==> src/rtl/vr_seq_pkg.sv <==
package vr_seq_pkg;

    localparam int VID_W = 6;

    typedef enum logic [2:0] {
        ST_OFF      = 3'd0,
        ST_PREDLY   = 3'd1,
        ST_RAMP_HIZ = 3'd2,
        ST_RAMP_RUN = 3'd3,
        ST_REGULATE = 3'd4,
        ST_NL_OFF   = 3'd5,
        ST_OV_LATCH = 3'd6
    } seq_state_t;

endpackage

==> src/rtl/vr_enable_qual.sv <==
module vr_enable_qual #(
    parameter int VID_W    = 6,
    parameter int NL_DELAY = 2
) (
    input  logic             clk,
    input  logic             rst_n,
    input  logic             por_ok,
    input  logic             en_cmp,
    input  logic             en_logic,
    input  logic [VID_W-1:0] vid_code,
    input  logic             sw_tick,
    output logic             hard_ok,
    output logic             vid_noload,
    output logic             start_ok,
    output logic             nl_shutdown
);
    localparam int CW = $clog2(NL_DELAY + 1);

    logic [CW-1:0] nl_cnt;

    // The two no-load codes share every bit but the lowest.
    always_comb begin
        hard_ok     = por_ok & en_cmp & en_logic;
        vid_noload  = &vid_code[VID_W-1:1];
        start_ok    = hard_ok & ~vid_noload;
        nl_shutdown = (nl_cnt == CW'(NL_DELAY));
    end

    // Counts switching periods while a no-load code is present; saturates.
    always_ff @(posedge clk or negedge rst_n) begin
        if (!rst_n) begin
            nl_cnt <= '0;
        end else if (!vid_noload) begin
            nl_cnt <= '0;
        end else if (sw_tick && !nl_shutdown) begin
            nl_cnt <= nl_cnt + 1'b1;
        end
    end

    // the no-load delay can only expire on a switching-period edge
    a_r6_nl_on_tick: assert property (@(posedge clk) disable iff (!rst_n)
        $rose(nl_shutdown) |-> $past(sw_tick) && $past(vid_noload));

endmodule

==> src/rtl/vr_ref_ramp.sv <==
module vr_ref_ramp #(
    parameter int DAC_W = 12
) (
    input  logic             clk,
    input  logic             rst_n,
    input  logic             clr,
    input  logic             step_en,
    input  logic             sw_tick,
    input  logic [DAC_W-1:0] target,
    output logic [DAC_W-1:0] dac_q,
    output logic             at_target
);
    assign at_target = (dac_q >= target);

    always_ff @(posedge clk or negedge rst_n) begin
        if (!rst_n) begin
            dac_q <= '0;
        end else if (clr) begin
            dac_q <= '0;
        end else if (step_en && sw_tick && !at_target) begin
            dac_q <= dac_q + 1'b1;
        end
    end

    // outside a clear, the code only moves up by one on a tick
    a_r3_ramp_step: assert property (@(posedge clk) disable iff (!rst_n)
        (!$past(clr) && dac_q != $past(dac_q))
            |-> (dac_q == $past(dac_q) + 1'b1) && $past(sw_tick));

    // the ramp never passes a steady target
    a_r3_no_overshoot: assert property (@(posedge clk) disable iff (!rst_n)
        (step_en && $stable(target) && $past(dac_q) <= $past(target))
            |-> dac_q <= target);

endmodule

==> src/rtl/vr_seq_fsm.sv <==
module vr_seq_fsm
    import vr_seq_pkg::*;
#(
    parameter int DAC_W      = 12,
    parameter int PRE_TICKS  = 64
) (
    input  logic             clk,
    input  logic             rst_n,
    input  logic             por_ok,
    input  logic             hard_ok,
    input  logic             start_ok,
    input  logic             nl_shutdown,
    input  logic             ov_fault,
    input  logic             sw_tick,
    input  logic             ref_at_vout,
    input  logic             vout_in_window,
    input  logic             at_target,
    input  logic [DAC_W-1:0] dac_val,
    output logic             ramp_clr,
    output logic             ramp_en,
    output logic [DAC_W-1:0] dac_code,
    output logic             pwm_hiz,
    output logic             ov_shutdown_lvl,
    output logic             pgood
);
    localparam int PW = $clog2(PRE_TICKS + 1);

    seq_state_t    state_q;
    seq_state_t    state_d;
    logic [PW-1:0] pre_cnt;
    logic          pre_done;

    assign pre_done = sw_tick && (pre_cnt == PW'(PRE_TICKS - 1));

    // Pre-delay period counter, live only in the pre-delay state
    always_ff @(posedge clk or negedge rst_n) begin
        if (!rst_n) begin
            pre_cnt <= '0;
        end else if (state_q != ST_PREDLY) begin
            pre_cnt <= '0;
        end else if (sw_tick) begin
            pre_cnt <= pre_cnt + 1'b1;
        end
    end

    // Next-state logic
    always_comb begin
        state_d = state_q;
        if (!por_ok) begin
            state_d = ST_OFF;
        end else if (state_q == ST_OV_LATCH || ov_fault) begin
            state_d = ST_OV_LATCH;
        end else if (!hard_ok) begin
            state_d = ST_OFF;
        end else begin
            unique case (state_q)
                ST_OFF, ST_NL_OFF: begin
                    if (start_ok) state_d = ST_PREDLY;
                end
                ST_PREDLY: begin
                    if (nl_shutdown)   state_d = ST_NL_OFF;
                    else if (pre_done) state_d = ST_RAMP_HIZ;
                end
                ST_RAMP_HIZ: begin
                    if (nl_shutdown)      state_d = ST_NL_OFF;
                    else if (ref_at_vout) state_d = ST_RAMP_RUN;
                end
                ST_RAMP_RUN: begin
                    if (nl_shutdown)    state_d = ST_NL_OFF;
                    else if (at_target) state_d = ST_REGULATE;
                end
                ST_REGULATE: begin
                    if (nl_shutdown) state_d = ST_NL_OFF;
                end
                ST_OV_LATCH: state_d = ST_OV_LATCH;
                default:     state_d = ST_OFF;
            endcase
        end
    end

    // State register
    always_ff @(posedge clk or negedge rst_n) begin
        if (!rst_n) state_q <= ST_OFF;
        else        state_q <= state_d;
    end

    // Output decode
    always_comb begin
        ramp_clr        = 1'b1;
        ramp_en         = 1'b0;
        dac_code        = '0;
        pwm_hiz         = 1'b1;
        ov_shutdown_lvl = 1'b0;
        pgood           = 1'b0;
        unique case (state_q)
            ST_OFF, ST_NL_OFF, ST_OV_LATCH: begin
                ov_shutdown_lvl = 1'b1;
            end
            ST_PREDLY: begin
                ramp_clr = 1'b1;
            end
            ST_RAMP_HIZ: begin
                ramp_clr = 1'b0;
                ramp_en  = 1'b1;
                dac_code = dac_val;
            end
            ST_RAMP_RUN: begin
                ramp_clr = 1'b0;
                ramp_en  = 1'b1;
                dac_code = dac_val;
                pwm_hiz  = 1'b0;
            end
            ST_REGULATE: begin
                ramp_clr = 1'b0;
                dac_code = dac_val;
                pwm_hiz  = 1'b0;
                pgood    = vout_in_window;
            end
            default: begin
                ov_shutdown_lvl = 1'b1;
            end
        endcase
    end

    // the pre-delay is entered only from a qualified start
    a_r1_start_qualified: assert property (@(posedge clk) disable iff (!rst_n)
        (state_q == ST_PREDLY && $past(state_q) != ST_PREDLY) |-> $past(start_ok));

    // reference at zero and PWM tri-stated during pre-delay
    a_r2_predly_quiet: assert property (@(posedge clk) disable iff (!rst_n)
        (state_q == ST_PREDLY) |-> (dac_code == '0) && pwm_hiz);

    // PWM released only after the reference reached the output
    a_r4_hiz_release: assert property (@(posedge clk) disable iff (!rst_n)
        $fell(pwm_hiz) |-> $past(ref_at_vout));

    // power-good only with the output inside the window and PWM running
    a_r5_pgood_window: assert property (@(posedge clk) disable iff (!rst_n)
        pgood |-> vout_in_window && !pwm_hiz);

    // the overvoltage latch holds while supply-good stays high
    a_r8_ov_hold: assert property (@(posedge clk) disable iff (!rst_n)
        (state_q == ST_OV_LATCH && por_ok) |=> (state_q == ST_OV_LATCH) && pwm_hiz);

    // losing a qualifier clears reference and power-good one clock later
    a_r9_disable_clear: assert property (@(posedge clk) disable iff (!rst_n)
        !$past(hard_ok) |-> (dac_code == '0) && !pgood && pwm_hiz);

endmodule

==> src/rtl/vr_softstart_seq.sv <==
module vr_softstart_seq
    import vr_seq_pkg::*;
#(
    parameter int DAC_W     = 12,
    parameter int PRE_TICKS = 64,
    parameter int NL_DELAY  = 2
) (
    input  logic             clk,
    input  logic             rst_n,
    input  logic             por_ok,
    input  logic             en_cmp,
    input  logic             en_logic,
    input  logic [VID_W-1:0] vid_code,
    input  logic [DAC_W-1:0] target_code,
    input  logic             sw_tick,
    input  logic             ref_at_vout,
    input  logic             vout_in_window,
    input  logic             ov_fault,
    output logic [DAC_W-1:0] dac_code,
    output logic             pwm_hiz,
    output logic             ov_shutdown_lvl,
    output logic             pgood
);
    logic             hard_ok;
    logic             vid_noload;
    logic             start_ok;
    logic             nl_shutdown;
    logic             ramp_clr;
    logic             ramp_en;
    logic             at_target;
    logic [DAC_W-1:0] dac_val;

    vr_enable_qual #(
        .VID_W    (VID_W),
        .NL_DELAY (NL_DELAY)
    ) u_qual (
        .clk         (clk),
        .rst_n       (rst_n),
        .por_ok      (por_ok),
        .en_cmp      (en_cmp),
        .en_logic    (en_logic),
        .vid_code    (vid_code),
        .sw_tick     (sw_tick),
        .hard_ok     (hard_ok),
        .vid_noload  (vid_noload),
        .start_ok    (start_ok),
        .nl_shutdown (nl_shutdown)
    );

    vr_ref_ramp #(
        .DAC_W (DAC_W)
    ) u_ramp (
        .clk       (clk),
        .rst_n     (rst_n),
        .clr       (ramp_clr),
        .step_en   (ramp_en),
        .sw_tick   (sw_tick),
        .target    (target_code),
        .dac_q     (dac_val),
        .at_target (at_target)
    );

    vr_seq_fsm #(
        .DAC_W     (DAC_W),
        .PRE_TICKS (PRE_TICKS)
    ) u_fsm (
        .clk             (clk),
        .rst_n           (rst_n),
        .por_ok          (por_ok),
        .hard_ok         (hard_ok),
        .start_ok        (start_ok),
        .nl_shutdown     (nl_shutdown),
        .ov_fault        (ov_fault),
        .sw_tick         (sw_tick),
        .ref_at_vout     (ref_at_vout),
        .vout_in_window  (vout_in_window),
        .at_target       (at_target),
        .dac_val         (dac_val),
        .ramp_clr        (ramp_clr),
        .ramp_en         (ramp_en),
        .dac_code        (dac_code),
        .pwm_hiz         (pwm_hiz),
        .ov_shutdown_lvl (ov_shutdown_lvl),
        .pgood           (pgood)
    );

    // the shutdown trip level is chosen only with PWM stopped
    a_r6_level_with_hiz: assert property (@(posedge clk) disable iff (!rst_n)
        ov_shutdown_lvl |-> pwm_hiz && (dac_code == '0));

    // a no-load code held across its delay ends in shutdown
    a_r6_nl_shutdown: assert property (@(posedge clk) disable iff (!rst_n)
        ($past(nl_shutdown) && $past(hard_ok) && vid_noload) |-> ov_shutdown_lvl);

endmodule

==> config.mk <==
export PLATFORM = sky130hd
export DESIGN_NAME = vr_softstart_seq
export DESIGN_NICKNAME = d
export VERILOG_FILES = /design/src/rtl/vr_seq_pkg.sv /design/src/rtl/vr_enable_qual.sv /design/src/rtl/vr_ref_ramp.sv /design/src/rtl/vr_seq_fsm.sv /design/src/rtl/vr_softstart_seq.sv
export SDC_FILE = /design/constraint.sdc
export NUM_CORES = 1
export LEC_CHECK = 0
export CAP_MARGIN = 40
export CORE_ASPECT_RATIO = 1.75
export CORE_MARGIN = 3
export CORE_UTILIZATION = 45
export DETAILED_ROUTE_END_ITERATION = 6
export HOLD_SLACK_MARGIN = 0.08
export PLACE_DENSITY = 0.75
export SLEW_MARGIN = 20
export SYNTH_ARGS = -nofsm -noshare
export SYNTH_HDL_FRONTEND = slang
export SYNTH_SLANG_ARGS = --single-unit
==> constraint.sdc <==
create_clock -name clk -period 2.4 [get_ports clk]
set_clock_uncertainty 0.2 [all_clocks]
set_input_delay 0.72 -clock clk [delete_from_list [all_inputs] [get_ports clk]]
set_output_delay 0.72 -clock clk [all_outputs]
set_load 0.005 [all_outputs]
==> run metrics <==
status finished with violations; failing checks setup timing; crit start category input port; fin crit period 2.57 ns; Chip Height between 80 and 90 µm; Mapped Cells roughly 210; Compound-Gate Fraction of Synth Area a little under an eighth; Post-Synth Adder-Cell Area 10.8%; Slew headroom 59.1%; Port Buffers 40; first-pass GRT wire length 9250 µm; Achievable Freq 389 MHz; synth-to-layout area growth 78.4%; Worst-Margin Slew 0.612 ns; main combinational cell family by area after synthesis simple AND/OR/NAND/NOR gates; fin worst setup slack -0.171 ns; Vias/cell 5.84; final hold vios 0; top cell type's share of synthesized area about 34%; post-route clock period utilization 107%; syn avg cell area 8.50 µm²; Critical Path AT roughly 2.6 ns; Post-DP HPWL 3580 µm; gpl congestion 0.856; XOR/XNOR Fraction of Synth Area 5.53%; Psw 0.293 mW; Die X 53.0 µm; Synth Warn # 0; Worst Hold Class reg2reg; Ant. Diodes 0; Max Cap Viol 0; Leakage 1.42 nW; vias in the first global route between 1500 and 2000; total number of vias 2026; Seq/Total Area, Yosys 34.5%; Filler cells ~200; drt drc 0; FF+latch count, synth 24; simple-gate share of the synthesized area around 29%; Area contributors post-synth dfrtp_1 (34%), ha_1 (11%), nor2_1 (5.2%); Die ar. roughly 4700 µm²; Pre-antenna DRT Iters 6; Clk pwr share about a third; antenna viol nets, final 0; Clock Sinks 24; Worst Path Max Fanout 4; antenna violations before repair 0; global route overflow 0; final setup fails 16; final setup TNS -1.28 ns; clk slew on worst S/H paths 0.09 ns; PD cells 354 nW/µm²; Pins Over Slew Limit 0; RSZ-0062 raised after global routing true; Bufs on Longest Clock Path 2; Crit path required time 2.41 ns; core footprint roughly 3700 µm²; layout cells sized above 1 48.8%; Netlist cell types 38; io pins 42; fraction of synthesized area in multiplexers 3.66%; combinational group share of total power 29.0%; Synth area leader dfrtp_1; clk_lat worst skew 0.27 ns; root buf cell clkbuf_8; CP Capture Type flip-flop; max incr delay on CP 0.55 ns; cts bufs inserted 3; worst path cell trace clkdlybuf4s50_1, buf_4, nand3_1, buf_4, buf_4, a2111oi_1, mux2_4; Initial Util 47.5%; CP max-delay cell a2111oi_1; Sequential Power Share 37.7%; GRT Total Usage 26.8%; Syn Std Cell Area 1740 µm²; CP most frequent cell buf_4; CTS tree done; Max VDD drop 0.363 mV; DR WL/cell 19.7 µm; syn nets roughly 250; # nets final 344; crit path kind in2reg; H-Tree Depth 1; sw frac 26.7%; initial DRC count 90; Pint 0.806 mW; Total Wirelength 6830 µm; row cnt 29; pin count of the biggest net entering global routing 25; Power Total 1.10 mW
-- logic make-up (layout without fill, tap and decap cells) --
group,Yosys count,count (layout)
buf+inv,25,121
flops,24,24
fa+ha+maj,15,15
xor+xnor,11,11
mux,6,6
simple gates,93,93
compound gates,31,31
-- power by group through the flow --
stage / sequential [mW] / clock, mW / combinational (mW)
floorplan: 0.420 / 0 / 0.0819
global placement: 0.420 / 0 / 0.197
detailed placement: 0.421 / 0 / 0.200
CTS: 0.413 / 0.370 / 0.282
global route: 0.414 / 0.384 / 0.335
finish: 0.414 / 0.367 / 0.318
-- cell usage in the layout, fill, tap and decap left out, drive strengths merged, types with 2 or more instances in the layout --
master         count
a211oi             2
a21o               2
a21oi              8
a31oi              2
and2               2
and3               4
buf               78
clkbuf             5
clkdlybuf4s50     12
dfrtp             24
dlygate4sd2        5
ha                15
inv               18
mux2               3
mux2i              3
nand2             14
nand2b             3
nand3              8
nand4              9
nor2              24
nor2b             12
nor3               5
nor4               4
o21ai             10
o31ai              3
or3                2
or4                3
xnor2              3
xor2               8
-- sequential cells by signal, indices dropped and copies added, names as in the netlist --
signal / cells
u_qual.nl_cnt: 2
u_ramp.dac_q: 12
u_fsm.pre_cnt: 7
u_fsm.state_q: 3
-- critical path, delay by kind of cell --
family,cells,cell delay [ns]
muxes,1,0.27
and+or+nand+nor,1,0.12
buffers and inverters,4,0.92
AOI/OAI and AO/OA,1,0.55
-- per-stage QoR --
stage	setup WS (ns)	area, µm²	hold WS (ns)	utilization (%)	std cells
floorplan	-0.236	1830	0.224	-	205
global placement	-0.785	2540	0.302	69.2	319
detailed placement	-0.842	2540	0.326	69.2	319
CTS	-0.156	2940	0.348	80.2	343
global route	-0.194	3110	0.421	84.8	347
finish	-0.171	3110	0.358	84.8	347
-- cell usage after synthesis, drive strengths merged --
cell	count
a2111oi	1
a211oi	2
a21o	2
a21oi	8
a22oi	1
a31oi	2
and2	2
and3	4
and4	1
buf	3
clkbuf	4
dfrtp	24
ha	15
inv	18
mux2	3
mux2i	3
nand2	14
nand2b	3
nand3	8
nand4	9
nor2	24
nor2b	12
nor3	5
nor3b	1
nor4	4
nor4bb	1
o211ai	1
o21a	1
o21ai	10
o31ai	3
or3	2
or4	3
xnor2	3
xor2	8
-- metal layers --
metal	up-vias	global-route usage, %	share of wire [%]
li1	911	-	-
met1	984	28.3	35
met4	0	8.14	4.2
met2	107	53.1	56
met3	24	2.53	5.0
met5	-	0	0
-- path summary, 6_finish.rpt --
kind	start	endpoint	slack (ns)	cells past startpoint
setup / recovery	por_ok	u_fsm.state_q[0]	-0.17	7
max in group asynchronous	rst_n	u_fsm.state_q[2]	1.11	2
hold / removal	u_qual.nl_cnt[1]	u_qual.nl_cnt[1]	0.36	2
hold reg to reg	u_qual.nl_cnt[1]	u_qual.nl_cnt[1]	0.36	2
setup reg to reg	u_fsm.state_q[2]	u_ramp.dac_q[6]	-0.08	10
min in group asynchronous	rst_n	u_fsm.pre_cnt[3]	0.61	2
-- cell type report --
type	count	area, µm²	share of cell area (%)
multi-input combinational	156	1420	45.8
inverter	18	82.6	2.66
clock buffer	3	41.3	1.33
tap	46	57.6	1.85
timing repair buffer	99	871	28.0
sequential	24	602	19.4
clock inverter	1	30.0	0.966
-- timing repair --
item | 4_1_cts | 5_1_grt
hold buffers | 0 | 0
endpoints found under the setup margin | 30 | 28
cloned | 1 | 1
resized for setup | 146 | 39
pin swaps | 29 | 30
setup buffers | 22 | 7
Note: power is estimated with default switching activity, not from simulation.
